$ cat src/rtl/presenter_pkg.sv
package presenter_pkg;
    parameter int NPRIO  = 8;
    parameter int PRIO_W = $clog2(NPRIO);

    typedef struct packed {
        logic [NPRIO-1:0] pend;
        logic [7:0]       cppr;
        logic [7:0]       mfrr;
    } pstate_t;

    localparam logic [7:0] PRIO_NONE = 8'hFF;
endpackage

$ cat src/rtl/prio_pick.sv
module prio_pick #(
    parameter int N = 8,
    localparam int W = $clog2(N)
) (
    input  logic [N-1:0] vec,
    output logic         found,
    output logic [W-1:0] idx
);
    always_comb begin
        found = 1'b0;
        idx   = '0;
        for (int i = N - 1; i >= 0; i--) begin
            if (vec[i]) begin
                found = 1'b1;
                idx   = W'(i);
            end
        end
    end
endmodule

$ cat src/rtl/win_select.sv
module win_select
    import presenter_pkg::*;
(
    input  logic              q_found,
    input  logic [PRIO_W-1:0] q_idx,
    input  logic [7:0]        cppr,
    input  logic [7:0]        mfrr,
    output logic              q_ok,
    output logic              ipi_ok,
    output logic [7:0]        win_prio
);
    logic [7:0] q_best;

    always_comb begin
        q_best   = q_found ? 8'(q_idx) : PRIO_NONE;
        q_ok     = q_found && (q_best < cppr);
        ipi_ok   = (mfrr < cppr) && (mfrr <= q_best);
        win_prio = ipi_ok ? mfrr : (q_ok ? q_best : cppr);
    end
endmodule

$ cat src/rtl/prio_presenter.sv
module prio_presenter
    import presenter_pkg::*;
#(
    parameter int IPI_NUM    = 2,
    parameter int QUEUE_BASE = 16
) (
    input  logic        clk,
    input  logic        rst_n,
    input  logic        note_vld,
    input  logic [2:0]  note_prio,
    input  logic        cppr_we,
    input  logic [7:0]  cppr_wdata,
    input  logic        mfrr_we,
    input  logic [7:0]  mfrr_wdata,
    input  logic        spend_we,
    input  logic [7:0]  spend_wdata,
    input  logic        ack_rd,
    output logic        irq_o,
    output logic [15:0] ack_word_o,
    output logic [31:0] result_o
);
    pstate_t st_q, st_d;

    logic              q_found;
    logic [PRIO_W-1:0] q_idx;
    logic              q_ok, ipi_ok;
    logic [7:0]        win_prio;
    logic [23:0]       irq_num;
    logic [NPRIO-1:0]  clr_vec, set_vec;

    prio_pick #(.N(NPRIO)) u_pick (
        .vec   (st_q.pend),
        .found (q_found),
        .idx   (q_idx)
    );

    win_select u_sel (
        .q_found  (q_found),
        .q_idx    (q_idx),
        .cppr     (st_q.cppr),
        .mfrr     (st_q.mfrr),
        .q_ok     (q_ok),
        .ipi_ok   (ipi_ok),
        .win_prio (win_prio)
    );

    always_comb begin
        irq_num = '0;
        if (ipi_ok)
            irq_num = 24'(IPI_NUM);
        else if (q_ok)
            irq_num = 24'(QUEUE_BASE) + 24'(q_idx);

        irq_o      = q_ok || ipi_ok;
        ack_word_o = {(irq_o ? 8'h80 : 8'h00), win_prio};
        result_o   = {st_q.cppr, irq_num};
    end

    always_comb begin
        st_d    = st_q;
        clr_vec = '0;
        set_vec = '0;

        if (ack_rd && irq_o) begin
            st_d.cppr = win_prio;
            if (!ipi_ok)
                clr_vec[q_idx] = 1'b1;
        end
        if (note_vld)
            set_vec[note_prio] = 1'b1;
        if (spend_we && spend_wdata != PRIO_NONE) begin
            if (spend_wdata < 8'(NPRIO))
                set_vec[spend_wdata[PRIO_W-1:0]] = 1'b1;
            else
                set_vec[NPRIO-1] = 1'b1;
        end
        st_d.pend = (st_q.pend & ~clr_vec) | set_vec;

        if (cppr_we)
            st_d.cppr = cppr_wdata;
        if (mfrr_we)
            st_d.mfrr = mfrr_wdata;
    end

    always_ff @(posedge clk) begin
        if (!rst_n) begin
            st_q.pend <= '0;
            st_q.cppr <= 8'h00;
            st_q.mfrr <= PRIO_NONE;
        end else begin
            st_q <= st_d;
        end
    end

    // a processor priority write lands at the next edge
    assert_cppr_write_R8: assert property (@(posedge clk) disable iff (!rst_n)
        cppr_we |=> st_q.cppr == $past(cppr_wdata));

    // an acknowledge without a racing write takes the acknowledged level
    assert_ack_cppr_R5: assert property (@(posedge clk) disable iff (!rst_n)
        (ack_rd && ack_word_o[15] && !cppr_we) |=> st_q.cppr == $past(ack_word_o[7:0]));

    // a notified level is pending after the edge, whatever else happens
    assert_note_sticks_R9: assert property (@(posedge clk) disable iff (!rst_n)
        note_vld |=> st_q.pend[$past(note_prio)]);

    // an out-of-range set-pending value lands on the least favoured level
    assert_spend_low_R7: assert property (@(posedge clk) disable iff (!rst_n)
        (spend_we && spend_wdata >= 8'(NPRIO) && spend_wdata != PRIO_NONE)
            |=> st_q.pend[NPRIO-1]);

    // a request below the mask always raises the line
    assert_ipi_line_R4: assert property (@(posedge clk) disable iff (!rst_n)
        (st_q.mfrr < st_q.cppr) |-> irq_o);

    // a cleared request never shows the IPI number
    assert_no_ipi_R10: assert property (@(posedge clk) disable iff (!rst_n)
        (st_q.mfrr == PRIO_NONE) |-> result_o[23:0] != 24'(IPI_NUM));
endmodule

$ cat config.mk
export PLATFORM = sky130hd
export DESIGN_NAME = prio_presenter
export DESIGN_NICKNAME = d
export VERILOG_FILES = /design/src/rtl/presenter_pkg.sv /design/src/rtl/prio_pick.sv /design/src/rtl/win_select.sv /design/src/rtl/prio_presenter.sv
export SDC_FILE = /design/constraint.sdc
export NUM_CORES = 1
export LEC_CHECK = 0
export ABC_AREA = 1
export CAP_MARGIN = 20
export CORE_UTILIZATION = 23
export CTS_CLUSTER_SIZE = 40
export DETAILED_ROUTE_END_ITERATION = 16
export PLACE_DENSITY = 0.53
export SLEW_MARGIN = 20
export SYNTH_ARGS = -nofsm -noshare
export SYNTH_HDL_FRONTEND = slang
export SYNTH_SLANG_ARGS = --single-unit
$ cat constraint.sdc
create_clock -name clk -period 2.8 [get_ports clk]
set_clock_uncertainty 0.1 [all_clocks]
set_input_delay 0.42 -clock clk [delete_from_list [all_inputs] [get_ports clk]]
set_output_delay 0.42 -clock clk [all_outputs]
set_load 0.005 [all_outputs]
Word-level counts from Yosys, hierarchy flattened
Index checks and enable logic that the tools add are counted.
- add/subtract/negate cells: 1
- magnitude comparators: 10
- equality and inequality tests: 1
- mux-type cells: 36
- bitwise gates (word level): 4
- reduce and logical (&&, ||, !) cells: 9
- operators by type and width (kind ; number):
    two-way mux 8 bit ; 10
    two-way mux 24 bit ; 1
    two-way mux 3 bit ; 8
    less-than comparator 8 bit ; 2
    bitwise OR 8 bit ; 2
    less-than comparator 3 x 4 -> 1 bit (second input constant) ; 3
    two-way mux 1 bit ; 12
    demux 1 bit (select 3 bit) ; 3
    greater-or-equal comparator 3 x 1 -> 1 bit (second input constant) ; 3
    bitwise AND 8 bit ; 1
    <= comparator 8 bit ; 1
    less-than comparator 8 x 4 -> 1 bit (second input constant) ; 1
    inequality test 8 bit (second input constant) ; 1
    NOT 8 bit ; 1
    logical AND 1 bit ; 7
    two-way mux 7 bit ; 1
    adder 5 x 3 -> 6 bit (first input constant) ; 1
    two-way mux 6 bit ; 1
    nonzero test 2 bit ; 1
    logical OR 1 bit ; 1
- bits in registers: 24
- input bits: 34
- output and inout port bits: 49
- logic and storage cells: 64

Longest topological paths before layout
- depth after elaboration: 17
- mapped depth: 26
- mapped depth without buffers: 26

Cells and area by module
Synthesis repeated with hierarchy kept, for this count alone.
- cells, all modules: 399
- area total of the unflattened synthesis: 2458.6 um^2
- modules (own cells, without submodules) (module ; times used ; cells each ; area an instance (um^2)):
    prio_presenter ; 1 ; 242 ; 1554.0
    win_select ; 1 ; 135 ; 805.8
    prio_pick ; 1 ; 22 ; 98.8

Least setup slack after synthesis
OpenSTA, ideal clock, no wires.
- path type: flip-flop to output port
- start point: register st_q[20] in the netlist's numbering
- end point: output ack_word_o[0]
- arrival: 2154 ps
- required time: 2280 ps
- setup slack: 126 ps
- cell stages (with the launch flop): 21
- buffers on the path: 0
- cells stage by stage: dfxtp_1 nor2_2 inv_2 nor3_2 nand2_2 inv_2 nor2_1 ha_1 a21oi_1 nand2_1 nand2_1 nand2_1 nand2_1 nand3_1 nand2_1 nand2_2 inv_2 nand2_1 nand2_1 inv_1 nand2_1
- word-level cells in the longest chain between the ends: 10
- elaborated cells on any way between the ends: 17
- classes of those cells: 2 x order compare; 13 x mux; 2 x reduce/logical
- RTL lines (what ; line ; RTL):
    from (decl) ; prio_presenter.sv:22 ; pstate_t st_q, st_d;
    from (signal assigned) ; prio_presenter.sv:91 ; st_q <= st_d;
    two-way mux 3 bit / two-way mux 1 bit (equally long branches) (5 in series) ; prio_pick.sv:13 ; if (vec[i]) begin
    two-way mux 8 bit ; win_select.sv:15 ; q_best = q_found ? 8'(q_idx) : PRIO_NONE;
    less-than comparator 8 bit ; win_select.sv:16 ; q_ok = q_found && (q_best < cppr);
    logical AND 1 bit ; win_select.sv:16 ;
    two-way mux 8 bit ; win_select.sv:18 ; win_prio = ipi_ok ? mfrr : (q_ok ? q_best : cppr);
    two-way mux 8 bit (*) ; win_select.sv:18 ;
    to (decl) ; prio_presenter.sv:19 ; output logic [15:0] ack_word_o,
Every way passes the cells marked *; elsewhere a longest branch is shown, timed or not.

Worst setup path in the final report
- start point: register st_q[16] in the netlist's numbering
- end point: output ack_word_o[1]
- word-level cells in the longest chain between the ends: 6
- elaborated cells on any way between the ends: 9
- classes of those cells: 2 x order compare; 5 x mux; 2 x reduce/logical
- RTL lines (what ; line):
    two-way mux 3 bit / two-way mux 1 bit (equally long branches) ; prio_pick.sv:13
    two-way mux 8 bit ; win_select.sv:15
    less-than comparator 8 bit ; win_select.sv:16
    logical AND 1 bit ; win_select.sv:16
    two-way mux 8 bit ; win_select.sv:18
    two-way mux 8 bit (*) ; win_select.sv:18
Marked as above.

==> metrics.txt <==
initial antenna violation count 0; RR Startpoint st_q[16]; Reg-to-Reg End result_o[26]; WP data required 2.28 ns; mapped cell area between 2000 and 2500 µm²; Placer Congestion ~0.85; H-Tree Level Count 1; Sinks on Clock Net 24; DRC 0; worst reg2reg path depth 21; first-pass GRT wire length ~11 mm; Power per Cell Area ~440 nW/µm²; Min Hold Slack 0.3853 ns; Num CTS Buffers 3; Max-slew headroom 0.5630; CTS tree built; DRT iter0 DRCs about 100; vias in the first global route 2287; Hold Path End st_q[19]; final worst slack -0.3618 ns; Starting Density 0.2377; num ports 83; # nets final roughly 520; HP Start st_q[19]; final wirelength 7.359 mm; WS Path Type reg2out; DP HPWL between 5 and 6 mm; hold depth 2; FF-to-FF setup slack -0.10 ns; sequential area share after synthesis 0.2068; Min-Delay Path Class reg2reg; FF+latch count, synth 24; VDD IR max roughly 0.18 mV; Area Growth Syn to Fin 65.11%; Leak roughly 1.8 nW; per-cell routed wire length 12.22 µm; GR Overflow Total 0; Total GRT Usage 0.1288; RSZ-0062 raised after global routing true; I/O Buffers 55; full die area between 10000 and 15000 µm²; share of cells above drive strength 1 0.3667; max-slew violation count 0; Final Cycle Share 1.129; Mapped Cells 366; Root Buffer Master clkbuf_8; cell total after placement roughly 570; dpl ws -0.5143 ns; Fill cells ~1.0k; TNS Setup -4.714 ns; chip width ~100 µm; DRT Pass-1 Iters 4; worst slew pin tran ~0.65 ns; Max Freq roughly 0.32 GHz; Final Non-Filler Cells 602; core area about 10000 µm²; Antenna Nets Post-Route 0; final instance area roughly 3800 µm²; Antenna diodes 0; max-cap viol count 0; Max FO, Critical Path 6; worst skew pair latency ~0.27 ns; violated checks negative setup slack; Die Y roughly 100 µm; num rows 36; largest net degree at the start of global routing 18; vias per std cell about 4.3; syn_area_per_cell about 6.3 µm²; Worst setup SP type register; Yosys warnings 0; Setup Viol. Count Final 24; endpoint class of the critical path output port; Hold Vio Cnt, Final 0; clk buf depth 2; Area after DPL ~3000 µm²; outcome finished, violations left; library cells used by synthesis 31; Final min period 3.162 ns; CP arrival 2.64 ns; via count 2584; clk slew on worst S/H paths about 0.10 ns
[registers in the layout (all words and copies together), names as in the netlist]
name      flops
st_q         16
result_o      8
[stage by stage]
stage / utilization / total power [mW]
after detailed placement: 0.3163 / 1.110
after global placement: 0.3163 / 1.098
after global routing: 0.3925 / 1.821
after floorplan: - / 0.8052
after CTS: 0.3566 / 1.499
final: 0.3925 / 1.697
[critical path: stages, from the launching register on]
cell and delay, ns:
dfxtp_1 0.39, nor2_4 0.06, nand2_4 0.06, inv_2 0.04
nand2_2 0.11, clkinv_4 0.11, buf_4 0.15, ha_1 0.20
a21oi_2 0.19, nor2_2 0.07, a2111oi_4 0.31, buf_6 0.18
buf_6 0.10, nand3_2 0.11, nand3_2 0.08, nand2_1 0.07
inv_1 0.05, buf_2 0.10
[final cells by class]
type	instances	area, µm²	area share
Sequential cell	24	491.7	0.1282
Multi-Input combinational cell	280	1924	0.5016
Clock buffer	4	55.05	0.01435
Inverter	49	193.9	0.05055
Timing Repair Buffer	112	1005	0.2619
Tap cell	133	166.4	0.04338
[Yosys cell counts, drive strengths merged]
cell     number  area, µm²
a2111oi       1      27.53
a21oi        28      140.1
a31oi         2      12.51
buf          38      286.5
clkbuf        4      15.01
clkinv        3      11.26
conb          1      3.750
dfxtp        24      480.5
ha           20      250.2
inv          46      172.7
nand2        94      400.4
nand3        36      190.2
nand3b        1      7.510
nand4         3      18.77
nor2         40      157.7
nor3          1      10.01
nor4          2      12.51
o21ai        16      80.07
o22a          2      17.52
o22ai         1      6.260
o41ai         1      8.760
or2           1      6.260
or4           1      7.510
[how the worst max path moves through the flow]
stage	slack [ns]	endpoint	start
floorplan	0.13	ack_word_o[0]	st_q[20]
global placement	-0.44	ack_word_o[0]	st_q[20]
detailed placement	-0.51	ack_word_o[0]	st_q[20]
CTS	-0.32	ack_word_o[1]	st_q[21]
global route	-0.53	ack_word_o[0]	st_q[16]
finish	-0.36	ack_word_o[1]	st_q[16]
[per-layer routing]
layer / vias up / global-route usage / share of wire / wire length [µm]
met5: - / 0 / 0 / 0
met4: 0 / 0.02637 / 0.0052 / 38
met3: 4 / 0.01356 / 0.027 / 201
met2: 52 / 0.2159 / 0.50 / 3670
met1: 1201 / 0.1781 / 0.47 / 3448
li1: 1327 / - / - / -
[placed cells by master (no fill, tap or decap), types with 2 or more instances in the layout]
master	n
a21oi_1	21
a21oi_2	7
a31oi_1	2
buf_2	9
buf_4	43
buf_6	17
clkbuf_8	4
clkdlybuf4s50_1	41
clkinv_1	3
clkinv_4	2
conb_1	27
dfxtp_1	17
dfxtp_2	6
ha_1	11
ha_4	9
inv_1	38
inv_2	6
nand2_1	69
nand2_2	12
nand2_4	12
nand2_8	4
nand3_1	20
nand3_2	14
nand3_4	2
nand4_1	3
nor2_1	29
nor2_2	3
nor2_4	8
nor4_1	2
o21ai_0	7
o21ai_2	8
o22a_1	2
[cell families after synthesis]
family / synth area share
DFF: 0.2068
adders and majority gates: 0.1077
and+or+nand+nor: 0.3490
buffers and inverters: 0.2089
AOI/OAI and AO/OA: 0.1260
other: 0.001614
[what timing repair did]
action,in CTS,in global routing
buffers inserted,14,9
pin swaps,26,22
gates resized for setup,117,62
cloned,0,3
setup endpoints to repair,25,30
endpoints found under the hold margin,0,0
hold buffers,0,0
[report_power, final]
group | switching [mW] | internal [mW] | total [mW]
clock | 0.122 | 0.126 | 0.247
combinational | 0.533 | 0.527 | 1.06
sequential | 0.0262 | 0.363 | 0.390
total | 0.681 | 1.02 | 1.70
No activity file was read; power rests on OpenSTA's default activity.
